===== config.mk =====
export PLATFORM = sky130hd
export DESIGN_NAME = mode_shift_counter
export DESIGN_NICKNAME = d
export VERILOG_FILES = /design/src/rtl/msc_pkg.sv /design/src/rtl/msc_next_state.sv /design/src/rtl/msc_term_count.sv /design/src/rtl/msc_state_reg.sv /design/src/rtl/mode_shift_counter.sv
export SDC_FILE = /design/constraint.sdc
export NUM_CORES = 1
export LEC_CHECK = 0
export BUFFER_PORTS_ARGS = -buffer_cell sky130_fd_sc_hd__buf_4
export CORE_UTILIZATION = 30
export DETAILED_ROUTE_END_ITERATION = 6
export REMOVE_ABC_BUFFERS = 1
export SETUP_SLACK_MARGIN = 0.02
export SLEW_MARGIN = 0
export SYNTH_ARGS = -nofsm -noshare
export SYNTH_HDL_FRONTEND = slang
export SYNTH_SLANG_ARGS = --single-unit

===== constraint.sdc =====
create_clock -name clk -period 2 [get_ports clk]
set_input_delay 0 -clock clk [delete_from_list [all_inputs] [get_ports clk]]
set_output_delay 0 -clock clk [all_outputs]
set_load 0.03 [all_outputs]

===== src/rtl/msc_pkg.sv =====
package msc_pkg;

    typedef enum logic [2:0] {
        MODE_LOAD   = 3'b000,
        MODE_INVERT = 3'b001,
        MODE_SHR    = 3'b010,
        MODE_SHL    = 3'b011,
        MODE_DOWN   = 3'b100,
        MODE_CLEAR  = 3'b101,
        MODE_UP     = 3'b110,
        MODE_HOLD   = 3'b111
    } msc_mode_e;

endpackage


===== src/rtl/msc_next_state.sv =====
module msc_next_state
    import msc_pkg::*;
#(
    parameter int WIDTH = 4
) (
    input  msc_mode_e        mode,
    input  logic             cnt_en_n,
    input  logic             cet_ser_n,
    input  logic             ser_lsb_in,
    input  logic [WIDTH-1:0] preset,
    input  logic [WIDTH-1:0] cur,
    output logic [WIDTH-1:0] nxt
);

    localparam logic [WIDTH-1:0] STEP = WIDTH'(1);

    logic count_ok;

    assign count_ok = !cnt_en_n && !cet_ser_n;

    always_comb begin
        nxt = cur;
        unique case (mode)
            MODE_LOAD:   nxt = preset;
            MODE_INVERT: nxt = ~cur;
            MODE_SHR:    nxt = {ser_lsb_in, cur[WIDTH-1:1]};
            MODE_SHL:    nxt = {cur[WIDTH-2:0], cet_ser_n};
            MODE_DOWN:   nxt = count_ok ? cur - STEP : cur;
            MODE_CLEAR:  nxt = '0;
            MODE_UP:     nxt = count_ok ? cur + STEP : cur;
            MODE_HOLD:   nxt = cur;
        endcase
    end

endmodule


===== src/rtl/msc_term_count.sv =====
module msc_term_count
    import msc_pkg::*;
#(
    parameter int WIDTH = 4
) (
    input  msc_mode_e        mode,
    input  logic             cet_ser_n,
    input  logic [WIDTH-1:0] cur,
    output logic             tc_n
);

    logic at_top;
    logic at_bottom;

    assign at_top    = &cur;
    assign at_bottom = ~|cur;

    always_comb begin
        tc_n = 1'b1;
        unique case (mode)
            MODE_LOAD:   tc_n = 1'b0;
            MODE_INVERT: tc_n = 1'b0;
            MODE_SHR:    tc_n = cur[WIDTH-1];
            MODE_SHL:    tc_n = cur[WIDTH-1];
            MODE_DOWN:   tc_n = !(at_bottom && !cet_ser_n);
            MODE_CLEAR:  tc_n = 1'b1;
            MODE_UP:     tc_n = !(at_top && !cet_ser_n);
            MODE_HOLD:   tc_n = 1'b1;
        endcase
    end

endmodule


===== src/rtl/msc_state_reg.sv =====
module msc_state_reg #(
    parameter int WIDTH = 4
) (
    input  logic             clk,
    input  logic             arst,
    input  logic [WIDTH-1:0] nxt,
    output logic [WIDTH-1:0] cur
);

    always_ff @(posedge clk or posedge arst) begin
        if (arst) begin
            cur <= '0;
        end else begin
            cur <= nxt;
        end
    end

endmodule


===== src/rtl/mode_shift_counter.sv =====
module mode_shift_counter
    import msc_pkg::*;
#(
    parameter int WIDTH = 4
) (
    input  logic             clk,
    input  logic             arst,
    input  logic [2:0]       mode_sel,
    input  logic             cnt_en_n,
    input  logic             cet_ser_n,
    input  logic             ser_lsb_in,
    input  logic [WIDTH-1:0] preset,
    output logic [WIDTH-1:0] q,
    output logic [WIDTH-1:0] q_n,
    output logic             tc_n
);

    msc_mode_e        mode;
    logic [WIDTH-1:0] cur;
    logic [WIDTH-1:0] nxt;

    assign mode = msc_mode_e'(mode_sel);

    msc_next_state #(.WIDTH(WIDTH)) u_next (
        .mode       (mode),
        .cnt_en_n   (cnt_en_n),
        .cet_ser_n  (cet_ser_n),
        .ser_lsb_in (ser_lsb_in),
        .preset     (preset),
        .cur        (cur),
        .nxt        (nxt)
    );

    msc_state_reg #(.WIDTH(WIDTH)) u_reg (
        .clk  (clk),
        .arst (arst),
        .nxt  (nxt),
        .cur  (cur)
    );

    msc_term_count #(.WIDTH(WIDTH)) u_tc (
        .mode      (mode),
        .cet_ser_n (cet_ser_n),
        .cur       (cur),
        .tc_n      (tc_n)
    );

    assign q   = cur;
    assign q_n = ~cur;

endmodule


# ---- Word level (Yosys, flattened, before mapping)
# Index checks and enable logic that the tools add are counted.
dict set report totals {
  inputBits 12
  word_cells 33
  regBits 4
  output_inout_bits 9
}
dict set report op_classes {
  n_addsub 2
  muxes 4
  n_eq_ne 9
  n_reduce_logical 15
  bitwise 2
}
# operator n
set op_table {}
lappend op_table {{$pmux W4 S7} 1}
lappend op_table {{$eq A3 B3 Y1 const B} 4}
lappend op_table {{$mux W4} 2}
lappend op_table {{$eq A3 B2 Y1 const B} 2}
lappend op_table {{$reduce_or A2 Y1} 3}
lappend op_table {{$logic_not A1 Y1} 5}
lappend op_table {{$pmux W1 S5} 1}
lappend op_table {{$add A4 B1 Y4 const B} 1}
lappend op_table {{$ne A2 B1 Y1 const B} 2}
lappend op_table {{$not A4 Y4} 1}
lappend op_table {{$reduce_and A4 Y1} 1}
lappend op_table {{$reduce_or A4 Y1} 1}
lappend op_table {{$sub A4 B1 Y4 const B} 1}
lappend op_table {{$eq A3 B1 Y1 const B} 1}
lappend op_table {{$logic_and A1 B1 Y1} 3}
lappend op_table {{$logic_not A3 Y1} 1}
lappend op_table {{$reduce_and A3 Y1} 1}
lappend op_table {{$not A1 Y1} 1}

# ---- Longest topological paths before layout
dict set report depth {
  word_depth 5
  mapped_depth 9
  mapped_depth_nobuf 8
}

# ---- Cells and area by module
# A second synthesis with hierarchy kept.
dict set report hier_totals {
  hier_cells 71
  area_unflattened_um2 558.0
}
# mod cells_each seq_area_each_um2 n_inst area_per_inst_um2
set by_module_without_submodules {}
lappend by_module_without_submodules {msc_next_state 55 0.0 1 392.9}
lappend by_module_without_submodules {msc_state_reg 5 100.1 1 103.8}
lappend by_module_without_submodules {msc_term_count 7 0.0 1 46.3}
lappend by_module_without_submodules {mode_shift_counter 4 0.0 1 15.0}

# ---- Worst setup path after synthesis
# No wires, ideal clock.
dict set report synth_path {
  path_kind {reg-to-reg}
  from {reg u_reg.cur[1]}
  to {reg u_reg.cur[1]}
  setup_ns 0.085
  synth_period_minus_slack_ns 1.851
  slack_ns 0.149
  n_path_buf 0
  required_time_ns 1.915
  path_stages_with_launch 6
  arrival_ns 1.766
  path_cell_list {dfrtp_1 > inv_1 > fa_1 > a211oi_1 > o221ai_1 > o21ai_0}
}
dict set report synth_between {
  elab_cells_between_ends 6
  classes_between {2 x add/sub; 3 x mux; 1 x bitwise}
}
# item line
set synth_rtl {}
lappend synth_rtl {{start: declaration} msc_state_reg.sv:7} ;# output logic [WIDTH-1:0] cur
lappend synth_rtl {{start signal: assignment} msc_state_reg.sv:14} ;# cur <= nxt;
lappend synth_rtl {{$not A4 Y4} n/a}
lappend synth_rtl {{net q_n[1]} mode_shift_counter.sv:14} ;# output logic [WIDTH-1:0] q_n,
lappend synth_rtl {{$pmux W4 S7} msc_next_state.sv:23} ;# unique case (mode)
# The timed path passes the listed nets, and every way through them passes these cells. The select of a mux whose other input is x is not followed.
# A chain may end at the register's enable or synchronous reset.

# ---- Final worst setup path
dict set report layout_path {
  from {reg u_reg.cur[1]}
  to {reg u_reg.cur[1]}
}
dict set report layout_between {
  elab_chain_len 3
  elab_cells_between_ends 6
  classes_between {2 x add/sub; 3 x mux; 1 x bitwise}
}
# item line
set layout_lines {}
lappend layout_lines {{$add A4 B1 Y4 / $sub A4 B1 Y4 (equally long branches)} {msc_next_state.sv:30, msc_next_state.sv:28}}
lappend layout_lines {{$mux W4, on equally long branches} {msc_next_state.sv:30, msc_next_state.sv:28}}
lappend layout_lines {{$pmux W4 S7 *} msc_next_state.sv:23}
# Every way passes the cells marked *; elsewhere a longest branch is shown, timed or not. The select of a mux whose other input is x is not followed.

==> out/metrics.cfg <==
[floorplan]
die_x_um = 45.3
initial_core_util = 0.323
rows = 15
core_area_um2 = 1750
dieArea_um2 = 2050
die_y_um = 45.3
io_pins = 21

[timing]
skew_ns = 0.00853
fmax_mhz = 609
period_share = 0.821
slew_violations = 0
fin_crit_ns = 1.64
worstMarginPinSlew_ns = 0.472
rsz0062_at_grt = false
setup_violations = 0
hold_viol = 0
fin_setup_tns_ns = 0
fin_hold_ws_ns = 0.0328
slew_headroom = 0.685

[critical_path]
crit_slowest_cell = fa_1
crit_arrival_ns = 1.80
critPathRequiredTime_ns = 2.16
crit_family = compound AO/OA/AOI/OAI gates
r2r-start = u_reg.cur[1]
crit_type = flop to flop
slowest_delay_ns = 0.45
cp-end-kind = flop
cp-start-kind = flop
cp_num_buf_inv = 1
crit_path_cell_trace = inv_1 > fa_1 > a211oi_1 > o221ai_1 > o21ai_0
r2r_setup_slack_ns = 0.36
cp_max_fo = 6
r2r-end = u_reg.cur[1]
critPathLaunch = u_reg.cur[1]
worstRegToRegCells = 5

[placed_design]
gp_congestion = 0.826
place_hpwl_mm = 1.19
place_area_um2 = 713
port_buffers = 20

[pwr]
netSwitchingFraction = 0.470
p_seq_frac = 0.224
power_density_nw_per_um2 = 800
p_comb_frac = 0.601
pwr-share-clk = 0.175
netSwitchingPower_uw = 281
p_int_uw = 316
ir_drop_mv = 0.270
power_leakage_nw = 0.338

[global_routing]
grt_busiest_layer = met2
grt.overflow.total = 0
grt_pass1_vias = 530
antenna_found_initial = 0
grt_max_degree = 21
grt_pass1_wl_mm = 2.52
met2_usage = 0.304
grt_util_met3 = 0.0280
grt_use_met1 = 0.214
grt_usage = 0.173

[synth]
synth_top_cell_area_share = 0.178
synthFlopType = dfrtp_1
yosysUniqueCellTypes = 37
synthTopCellsByArea = dfrtp_1, a21oi_1, inv_1
synthArstFlopShare = 1.00
synth_edf_count = 0
netlist_area_um2 = 563
yosys.cell_count.top_type = inv_1
yosysTopAreaCell = dfrtp_1
ys_seq_area_frac = 0.178
netlist_instances = 72
syn_avg_cell_area_um2 = 7.82
synthTopCellsByCount = inv_1, a21oi_1
ys_ff_latch = 4
yosysWarnings = 0

[routing]
drc = 0
first_pass_iters = 4
viasPerCell = 5.24
antenna_left = 0
drtIter0Drc = 23
wire_per_inst_um = 13.4
via_count = 608
drt-total-wl_mm = 1.55

[cells_and_area]
largest_register = u_reg.cur
design_area_um2 = 746
drive_above_1_share = 0.308
diodes = 0
largest_reg_flops = 4
top_regs = u_reg.cur: 4 flops
nNetsFinal = 108
area_delta_synth_final_pct = 32.4

[min_path]
hold_path_end = u_reg.cur[1]
hp-class = primary input to flop
worstHoldPathCells = 3
worstHoldStart = preset[1]

[clock_tree]
cts.sinks = 4
insertion_delay_ns = 0.24
path_clk_slew_ns = 0.04
htree_levels = 1
cts_setup_buffers = 0
clockRootBuffer = clkbuf_4
cts_inserted_buffers = 3
post_cts_resized = 0
ctsHoldBuffers = 1
cts_tree = done
clock_path_buffers = 2

[run_status]
run_status = finished, final reports clean

[job]
max_cap_viol_count = 0

[final cells by class]
cell class | count | area (µm²)
multi-input combinational | 55 | 398
clock buffer | 3 | 22.5
inverter | 7 | 26.3
tap | 25 | 31.3
timing repair buffer | 22 | 168
sequential | 4 | 100
fill | 181 | 1000
[power by group through the flow]
stage / clock network, mW / logic [mW] / registers (mW)
4_1_cts: 0.107 / 0.358 / 0.134
6_report: 0.105 / 0.358 / 0.134
3_3_place_gp: 0 / 0.356 / 0.133
5_1_grt: 0.109 / 0.392 / 0.140
3_5_place_dp: 0 / 0.357 / 0.135
2_1_floorplan: 0 / 0.188 / 0.163
[layout by cell type, fill, tap and decap left out, types with 3 or more instances in the layout]
master    synthesis  final
a21oi_1           6      6
buf_4             1     21
clkbuf_4          0      3
dfrtp_1           4      4
inv_1             7      7
nand2_1           4      4
nand2b_1          3      3
nor2_1            4      4
or3_1             3      3
[logic make-up after synthesis]
kind of cell,Yosys count,synth area share
fa+ha+maj,3,0.0800
buf+inv,13,0.116
compound gates,26,0.344
flops,4,0.178
simple gates,22,0.218
xor+xnor,3,0.0467
mux,1,0.0178
[metrics by stage]
step	utilization	total power, mW	cells	setup slack [ns]
final	0.427	0.597	116	0.359
after global routing	0.427	0.642	116	0.156
after CTS	0.427	0.599	116	0.357
after detailed placement	0.409	0.491	112	0.367
after global placement	0.409	0.489	112	0.404
after floorplan	-	0.351	66	0.149
[how the worst max path moves through the flow]
| stage | endpoint | cells after the start |
|---|---|---|
| 3_5_place_dp | u_reg.cur[1] | 5 |
| 4_1_cts | u_reg.cur[1] | 5 |
| 3_3_place_gp | u_reg.cur[3] | 8 |
| 2_1_floorplan | u_reg.cur[1] | 5 |
| 5_1_grt | u_reg.cur[1] | 5 |
| 6_report | u_reg.cur[1] | 5 |
[routing by layer]
layer,routed length (µm),vias to the layer above
met2,781,23
met3,103,2
met1,651,278
li1,-,305
met4,14,0
met5,0,-
[worst min-delay path, delay by kind of cell]
family / cells / cell delay, ns
AO/OA/AOI/OAI: 2 / 0.16
buffers and inverters: 1 / 0.08
Power figures use the tool's default switching activity.
